`src/rtl/cvid_timing_pkg.sv`:
```
// Package: default raster geometry shared by the timing block and its parts.
// Assumes positions and lines are numbered from 1, as the pattern logic expects.
package cvid_timing_pkg;
    localparam int DEF_POSITIONS   = 210; // clocks per line
    localparam int DEF_LINES       = 312; // lines per field
    localparam int DEF_HSYNC_LEN   = 15;  // sync-low positions on an active line
    localparam int DEF_HBLANK_LEN  = 40;  // blanked positions at line start
    localparam int DEF_VSYNC_FIRST = 311; // first line of whole-line sync
    localparam int DEF_VSYNC_LAST  = 5;   // last line of whole-line sync (after wrap)
    localparam int DEF_VBLANK_LAST = 23;  // last blanked line at field top
endpackage

```
`src/rtl/cvid_pos_ctr.sv`:
```
// Module: horizontal position counter.
// Counts 1..POSITIONS on every clock and wraps. It exposes the next value so
// that downstream decode can register outputs in step with the count.
// Assumes a synchronous active-low reset that restarts at position 1.
module cvid_pos_ctr #(
    parameter int POSITIONS = cvid_timing_pkg::DEF_POSITIONS,
    parameter int PW        = $clog2(POSITIONS + 1)
) (
    input  logic          clk,
    input  logic          rst_n,
    output logic [PW-1:0] pos_q,
    output logic [PW-1:0] pos_d,
    output logic          line_end
);
    localparam logic [PW-1:0] LAST = PW'(POSITIONS);
    localparam logic [PW-1:0] ONE  = PW'(1);

    // Next position: wrap after the last one.
    always_comb begin
        line_end = (pos_q == LAST);
        pos_d    = line_end ? ONE : pos_q + ONE;
    end

    // Position register.
    always_ff @(posedge clk) begin
        if (!rst_n) pos_q <= ONE;
        else        pos_q <= pos_d;
    end

    p_pos_range_r2: assert property (@(posedge clk) disable iff (!rst_n)
        (pos_q >= ONE) && (pos_q <= LAST));
    p_pos_wrap_r2: assert property (@(posedge clk) disable iff (!rst_n)
        (pos_q == LAST) |=> (pos_q == ONE));
endmodule

```
`src/rtl/cvid_line_ctr.sv`:
```
// Module: line counter.
// Advances once per line, on the clock after the last position, and wraps
// after the last line of the field. Assumes line_end comes from the
// position counter in the same clock domain.
module cvid_line_ctr #(
    parameter int LINES = cvid_timing_pkg::DEF_LINES,
    parameter int NW    = $clog2(LINES + 1)
) (
    input  logic          clk,
    input  logic          rst_n,
    input  logic          line_end,
    output logic [NW-1:0] line_q,
    output logic [NW-1:0] line_d,
    output logic          field_end
);
    localparam logic [NW-1:0] LAST = NW'(LINES);
    localparam logic [NW-1:0] ONE  = NW'(1);

    // Next line: step only at the end of a line, wrap after the last line.
    always_comb begin
        field_end = line_end && (line_q == LAST);
        if (!line_end)      line_d = line_q;
        else if (field_end) line_d = ONE;
        else                line_d = line_q + ONE;
    end

    // Line register.
    always_ff @(posedge clk) begin
        if (!rst_n) line_q <= ONE;
        else        line_q <= line_d;
    end

    p_line_hold_r3: assert property (@(posedge clk) disable iff (!rst_n)
        !line_end |=> $stable(line_q));
    p_line_range_r3: assert property (@(posedge clk) disable iff (!rst_n)
        (line_q >= ONE) && (line_q <= LAST));
endmodule

```
`src/rtl/cvid_sync_decode.sv`:
```
// Module: sync, blanking and end-of-field decode.
// Decodes the counters' next values and registers the result, so each
// output changes on the same edge as the counts it describes. Reset values
// match position 1 of line 1.
module cvid_sync_decode #(
    parameter int POSITIONS   = cvid_timing_pkg::DEF_POSITIONS,
    parameter int LINES       = cvid_timing_pkg::DEF_LINES,
    parameter int HSYNC_LEN   = cvid_timing_pkg::DEF_HSYNC_LEN,
    parameter int HBLANK_LEN  = cvid_timing_pkg::DEF_HBLANK_LEN,
    parameter int VSYNC_FIRST = cvid_timing_pkg::DEF_VSYNC_FIRST,
    parameter int VSYNC_LAST  = cvid_timing_pkg::DEF_VSYNC_LAST,
    parameter int VBLANK_LAST = cvid_timing_pkg::DEF_VBLANK_LAST,
    parameter int PW          = $clog2(POSITIONS + 1),
    parameter int NW          = $clog2(LINES + 1)
) (
    input  logic          clk,
    input  logic          rst_n,
    input  logic [PW-1:0] pos_d,
    input  logic [NW-1:0] line_d,
    output logic          csync_n_q,
    output logic          blank_q,
    output logic          eof_q
);
    localparam logic [PW-1:0] P_LAST   = PW'(POSITIONS);
    localparam logic [PW-1:0] P_HSYNC  = PW'(HSYNC_LEN);
    localparam logic [PW-1:0] P_HBLANK = PW'(HBLANK_LEN);
    localparam logic [NW-1:0] L_LAST   = NW'(LINES);
    localparam logic [NW-1:0] L_VS_LO  = NW'(VSYNC_FIRST);
    localparam logic [NW-1:0] L_VS_HI  = NW'(VSYNC_LAST);
    localparam logic [NW-1:0] L_VB_HI  = NW'(VBLANK_LAST);

    logic vsync_zone, vblank_zone, sync_d, blank_d, eof_d;

    // Decode of the upcoming position and line.
    always_comb begin
        vsync_zone  = (line_d >= L_VS_LO) || (line_d <= L_VS_HI);
        vblank_zone = (line_d >= L_VS_LO) || (line_d <= L_VB_HI);
        sync_d      = !(vsync_zone || (pos_d <= P_HSYNC));
        blank_d     = vblank_zone || (pos_d <= P_HBLANK);
        eof_d       = (pos_d == P_LAST) && (line_d == L_LAST);
    end

    // Output registers.
    always_ff @(posedge clk) begin
        if (!rst_n) begin
            csync_n_q <= 1'b0;
            blank_q   <= 1'b1;
            eof_q     <= 1'b0;
        end else begin
            csync_n_q <= sync_d;
            blank_q   <= blank_d;
            eof_q     <= eof_d;
        end
    end

    p_sync_in_blank_r6: assert property (@(posedge clk) disable iff (!rst_n)
        !csync_n_q |-> blank_q);
    p_eof_single_r8: assert property (@(posedge clk) disable iff (!rst_n)
        eof_q |=> !eof_q);
endmodule

```
`src/rtl/cvid_timing.sv`:
```
// Module: progressive composite video raster timer (top).
// Ties together the position counter, the line counter and the output
// decode. It has no inputs besides clock and reset, and it free-runs one
// position per clock.
module cvid_timing #(
    parameter int POSITIONS   = cvid_timing_pkg::DEF_POSITIONS,
    parameter int LINES       = cvid_timing_pkg::DEF_LINES,
    parameter int HSYNC_LEN   = cvid_timing_pkg::DEF_HSYNC_LEN,
    parameter int HBLANK_LEN  = cvid_timing_pkg::DEF_HBLANK_LEN,
    parameter int VSYNC_FIRST = cvid_timing_pkg::DEF_VSYNC_FIRST,
    parameter int VSYNC_LAST  = cvid_timing_pkg::DEF_VSYNC_LAST,
    parameter int VBLANK_LAST = cvid_timing_pkg::DEF_VBLANK_LAST,
    localparam int PW         = $clog2(POSITIONS + 1),
    localparam int NW         = $clog2(LINES + 1)
) (
    input  logic          clk,
    input  logic          rst_n,
    output logic [PW-1:0] pos,
    output logic [NW-1:0] line,
    output logic          csync_n,
    output logic          blank,
    output logic          eof
);
    logic [PW-1:0] pos_d;
    logic [NW-1:0] line_d;
    logic          line_end, field_end;

    cvid_pos_ctr #(.POSITIONS(POSITIONS), .PW(PW)) u_pos (
        .clk(clk), .rst_n(rst_n), .pos_q(pos), .pos_d(pos_d), .line_end(line_end));

    cvid_line_ctr #(.LINES(LINES), .NW(NW)) u_line (
        .clk(clk), .rst_n(rst_n), .line_end(line_end),
        .line_q(line), .line_d(line_d), .field_end(field_end));

    cvid_sync_decode #(
        .POSITIONS(POSITIONS), .LINES(LINES), .HSYNC_LEN(HSYNC_LEN),
        .HBLANK_LEN(HBLANK_LEN), .VSYNC_FIRST(VSYNC_FIRST),
        .VSYNC_LAST(VSYNC_LAST), .VBLANK_LAST(VBLANK_LAST), .PW(PW), .NW(NW)
    ) u_dec (
        .clk(clk), .rst_n(rst_n), .pos_d(pos_d), .line_d(line_d),
        .csync_n_q(csync_n), .blank_q(blank), .eof_q(eof));

    p_eof_wrap_r8: assert property (@(posedge clk) disable iff (!rst_n)
        eof |=> (pos == PW'(1)) && (line == NW'(1)));
    p_field_sync_r5: assert property (@(posedge clk) disable iff (!rst_n)
        ((line >= NW'(VSYNC_FIRST)) || (line <= NW'(VSYNC_LAST))) |-> !csync_n);
    p_eof_from_ctr_r8: assert property (@(posedge clk) disable iff (!rst_n)
        field_end |-> eof);
endmodule

```
`config.mk`:
```
export PLATFORM = sky130hd
export DESIGN_NAME = cvid_timing
export DESIGN_NICKNAME = d
export VERILOG_FILES = /design/src/rtl/cvid_timing_pkg.sv /design/src/rtl/cvid_pos_ctr.sv /design/src/rtl/cvid_line_ctr.sv /design/src/rtl/cvid_sync_decode.sv /design/src/rtl/cvid_timing.sv
export SDC_FILE = /design/constraint.sdc
export NUM_CORES = 1
export LEC_CHECK = 0
export ABC_AREA = 1
export CORE_UTILIZATION = 39
export DETAILED_ROUTE_END_ITERATION = 16
export GPL_TIMING_DRIVEN = 0
export PLACE_DENSITY = 0.66
export SKIP_CTS_REPAIR_TIMING = 1
export SLEW_MARGIN = 25
export SYNTH_ARGS = -nofsm -noshare
export SYNTH_HDL_FRONTEND = slang
export SYNTH_SLANG_ARGS = --single-unit
```
`constraint.sdc`:
```
create_clock -name clk -period 2.2 [get_ports clk]
set_input_delay 0.44 -clock clk [delete_from_list [all_inputs] [get_ports clk]]
set_output_delay 0.44 -clock clk [all_outputs]
set_load 0.05 [all_outputs]
```
# Word level (Yosys, flattened, before mapping)
# Cells that the tools add are included.
[totals]
regBits = 20
output_inout_bits = 20
input_bits = 2
wordCells = 26
[op_classes]
reduce_logical = 7
order_cmp = 5
muxes = 3
add_sub_neg = 2
n_eq_ne = 4
[ops]
columns = ["cell", "n"]
rows = [
  ["$eq 9x9->1 const B", 2],
  ["$mux 9", 2],
  ["$eq 8x8->1 const B", 2],
  ["$add 9x1->9 const B", 1],
  ["$ge 9x9->1 const B", 1],
  ["$le 9x3->1 const B", 1],
  ["$le 9x5->1 const B", 1],
  ["$add 8x1->8 const B", 1],
  ["$le 8x4->1 const B", 1],
  ["$le 8x6->1 const B", 1],
  ["$mux 8", 1],
  ["$logic_or 1x1->1", 4],
  ["$logic_and 1x1->1", 2],
  ["$logic_not 1->1", 1],
]

# Depth between registers and ports, before layout
[logic_depth]
word_depth = 8
depth_mapped = 16
depth_no_buf = 15

# Modules after synthesis
# A second synthesis with hierarchy kept.
[unflattened]
cells_unflattened = 207
area_unflattened_um2 = 1290.0
[by_module_without_submodules]
columns = ["mod", "area_per_inst_um2", "n_inst", "seq_area_each_um2", "cells_per_inst"]
rows = [
  ["cvid_line_ctr", 570.5, 1, 180.2, 88],
  ["cvid_pos_ctr", 429.2, 1, 160.2, 63],
  ["cvid_sync_decode", 290.3, 1, 60.1, 56],
]

# Worst setup path after synthesis
# OpenSTA, ideal clock, no wires.
[synth_path]
path_type = "reg2reg"
start = "register u_pos.pos_q[0]"
end = "register u_dec.csync_n_q"
setup_ps = 110
path_buffers = 1
stages_incl_launch_ff = 16
synth_period_minus_slack_ps = 2060
required_time_ps = 2090
arrival_ps = 1949
slack_ps = 140
cell_sequence = "dfxtp_1 inv_1 ha_1 nand2_1 inv_1 nand2_1 nor2_2 buf_6 nand2_4 nand2_2 nor2_1 nand3_1 nor2_1 nand2_1 nand3_1 nor2_1"
[synth_between]
elab_chain_len = 8
elab_cells_between_ends = 12
classes_between = "add/sub: 1; order compare: 3; eq/ne: 1; mux: 3; reduce/logical: 4"
[synth_rtl]
columns = ["item", "line_no", "rtl"]
rows = [
  ["start, declared", "cvid_pos_ctr.sv:11", "output logic [PW-1:0] pos_q,"],
  ["start signal, assigned", "cvid_pos_ctr.sv:27", "else pos_q <= pos_d;"],
  ["branches (longest 6 deep; another with $add 8x1->8)", "-", ""],
  ["$logic_or 1x1->1 *", "cvid_sync_decode.sv:38", "sync_d = !(vsync_zone || (pos_d <= P_HSYNC));"],
  ["$logic_not 1->1 *", "cvid_sync_decode.sv:38", ""],
  ["end signal, assigned", "cvid_sync_decode.sv:50", "csync_n_q <= sync_d;"],
  ["end, declared", "cvid_sync_decode.sv:20", "output logic csync_n_q,"],
]
# Every way passes the cells marked *.
# A chain may end at the register's enable or synchronous reset.

# Worst setup path after layout
[layout_path]
start = "register u_pos.pos_q[6]"
end = "output port pos[6]"
[layout_rtl]
columns = ["item", "line_no", "rtl"]
rows = [
  ["end, declared", "cvid_timing.sv:18", "output logic [PW-1:0] pos,"],
]
# No word-level cell between the ends.

==> flow_metrics.tcl <==
set metrics [dict create \
    end_kind "primary output" \
    gp_congestion 0.865 \
    fin_setup_tns_ns 0 \
    finalSetupViolations 0 \
    fill_cells 399 \
    crit_arrival_ns 1.64 \
    cpMaxStageDelayCell "clkdlybuf4s50_1" \
    ys_seq_area_frac 0.266 \
    ir_drop_v 0.000293 \
    cpLargestDelayFamily "buffers and inverters" \
    io_pins 22 \
    required_ns 1.76 \
    routed-via-count 1549 \
    syn_to_final_growth_pct 21.6 \
    synth_area_mm2 0.00151 \
    placed_area_mm2 0.00178 \
    ys_warn_count 0 \
    power_uw 760 \
    yosysUniqueCellTypes 26 \
    ant_nets 0 \
    die-width_um 64.2 \
    hold_viol 0 \
    grt_max_degree 12 \
    die_h_um 64.2 \
    antenna_found_initial 0 \
    worst_pin_slew_ns 0.504 \
    clkTransAtPathRegs_ns 0.08 \
    grt_pass1_vias 1506 \
    cts_buffers 3 \
    routed_wl_mm 3.77 \
    ys_ff_latch 20 \
    fin_util 0.497 \
    dpl.hpwl_mm 2.98 \
    drc_errors 0 \
    cp_num_buf_inv 1 \
    vias_per_cell 4.84 \
    slew-limit-headroom 0.664 \
    htreeDepth 1 \
    synth_area_leaders "dfxtp_1, nand2_1, nor2_1" \
    nNetsFinal 279 \
    critPathKind "reg2out" \
    cap_viol_max_count 0 \
    root_buffer "clkbuf_8" \
    powerDensity_mw_per_mm2 415 \
    period_minus_slack_ns 2.08 \
    critPathLaunchType "flip-flop" \
    syn-num-nets 253 \
    grt_pass1_wl_mm 6.62 \
    path_cells "clkdlybuf4s50_1" \
    grt_usage 0.209 \
    leakagePower_uw 0.000846 \
    rsz0062_at_grt "false" \
    avgSynthCellArea_um2 6.10 \
    cts_tree "built" \
    fp.coreArea_mm2 0.00369 \
    slowest_delay_ns 0.87 \
    outcome "complete, no violations" \
    final_common_cell "nand2_1" \
    start_util 0.408 \
    timing.fmax_mhz 482 \
    row_count 22 \
    hold_path.class "reg2reg" \
    wl_per_cell_um 11.8 \
    period_share 0.943 \
    numClockSinks 20 \
    overflow 0 \
    cts_buffer_depth 2 \
    n_antenna_cell 0 \
    die_area_mm2 0.00412 \
    slew_viol_final 0 \
    synth_top_area_frac 0.266 \
    drt_iter0_markers 99 \
    synth_cells 247 \
    design_area_mm2 0.00183 \
    io_buffers 21 \
    insertion_delay_ns 0.27 \
    skew_ns 0.00757 \
    layout_common_cells "nand2_1, nor2_1, inv_1" \
    drive_gt1_frac 0.125 \
    first_pass_iters 4 \
    yosysTopAreaCell "dfxtp_1" \
    cp_max_fo 8 \
]
per-layer routing:
| metal | part of all wire | vias up | GRT usage |
|---|---|---|---|
| li1 | - | 832 | - |
| met1 | 0.49 | 684 | 0.277 |
| met2 | 0.45 | 26 | 0.344 |
| met3 | 0.032 | 7 | 0.0268 |
| met4 | 0.021 | 0 | 0.0778 |
| met5 | 0 | - | 0 |
cells in the mapped netlist:
| cell type | instances |
|---|---|
| nand2_1 | 64 |
| nor2_1 | 44 |
| inv_1 | 33 |
| nand3_1 | 22 |
| dfxtp_1 | 20 |
| nand4_1 | 12 |
| nand2_2 | 8 |
| nor2_2 | 7 |
| nor3_1 | 6 |
| ha_1 | 4 |
| o21ai_0 | 4 |
| inv_2 | 3 |
| nand3_2 | 3 |
| a21oi_2 | 2 |
| nand2_4 | 2 |
| o21bai_1 | 2 |
| xnor2_1 | 2 |
| and2_1 | 1 |
| buf_6 | 1 |
| clkbuf_1 | 1 |
| clkinv_1 | 1 |
| nand3_4 | 1 |
| nand4_2 | 1 |
| nor2_4 | 1 |
| nor3_2 | 1 |
| nor3b_1 | 1 |
final cells by class:
type / count / area (um^2) / area share
inverters: 37 / 139 / 0.0758
plain buffers: 2 / 15.0 / 0.00820
repair buffers: 21 / 210 / 0.115
flip-flops and latches: 20 / 400 / 0.219
clock buffers: 4 / 55.1 / 0.0301
multi-input cells: 188 / 952 / 0.520
well taps: 48 / 60.1 / 0.0328
through the flow:
stage	hold WS (ns)	setup slack [ns]	instances
detailed placement	0.465	0.235	316
global route	0.515	0.00111	320
global placement	0.461	0.250	316
floorplan	0.509	0.140	247
CTS	0.493	0.0970	320
finish	0.486	0.125	320
registers in the layout (all words and copies together), names as in the netlist:
name	cells
u_dec.eof_q	1
u_line.line_q	9
u_dec.blank_q	1
u_pos.pos_q	8
u_dec.csync_n_q	1
report_power, final:
group	leakage, uW	switching, uW	internal, uW
sequential	0.000162	11.4	369
combinational	0.000655	59.8	31.5
clock	0.0000288	129	160
total	0.000846	200	560
final timing paths:
path | start | end | slack, ns | cells past startpoint
worst max-delay path | u_pos.pos_q[6]$_SDFF_PN0_ | pos[6] | 0.12 | 1
worst min-delay path | u_pos.pos_q[0]$_SDFF_PN1_ | u_pos.pos_q[0]$_SDFF_PN1_ | 0.49 | 1
worst max register to register | u_pos.pos_q[0]$_SDFF_PN1_ | u_dec.csync_n_q$_SDFF_PN0_ | 0.22 | 13
worst min register to register | u_pos.pos_q[0]$_SDFF_PN1_ | u_pos.pos_q[0]$_SDFF_PN1_ | 0.49 | 1
logic make-up (layout without fill, tap and decap cells):
family,count (synthesis),after routing,synth area share
buf+inv,39,64,0.102
fa+ha+maj,4,4,0.0332
simple gates,174,174,0.552
xor+xnor,2,2,0.0116
flops,20,20,0.266
compound gates,8,8,0.0349
Power figures use the tool's default switching activity.
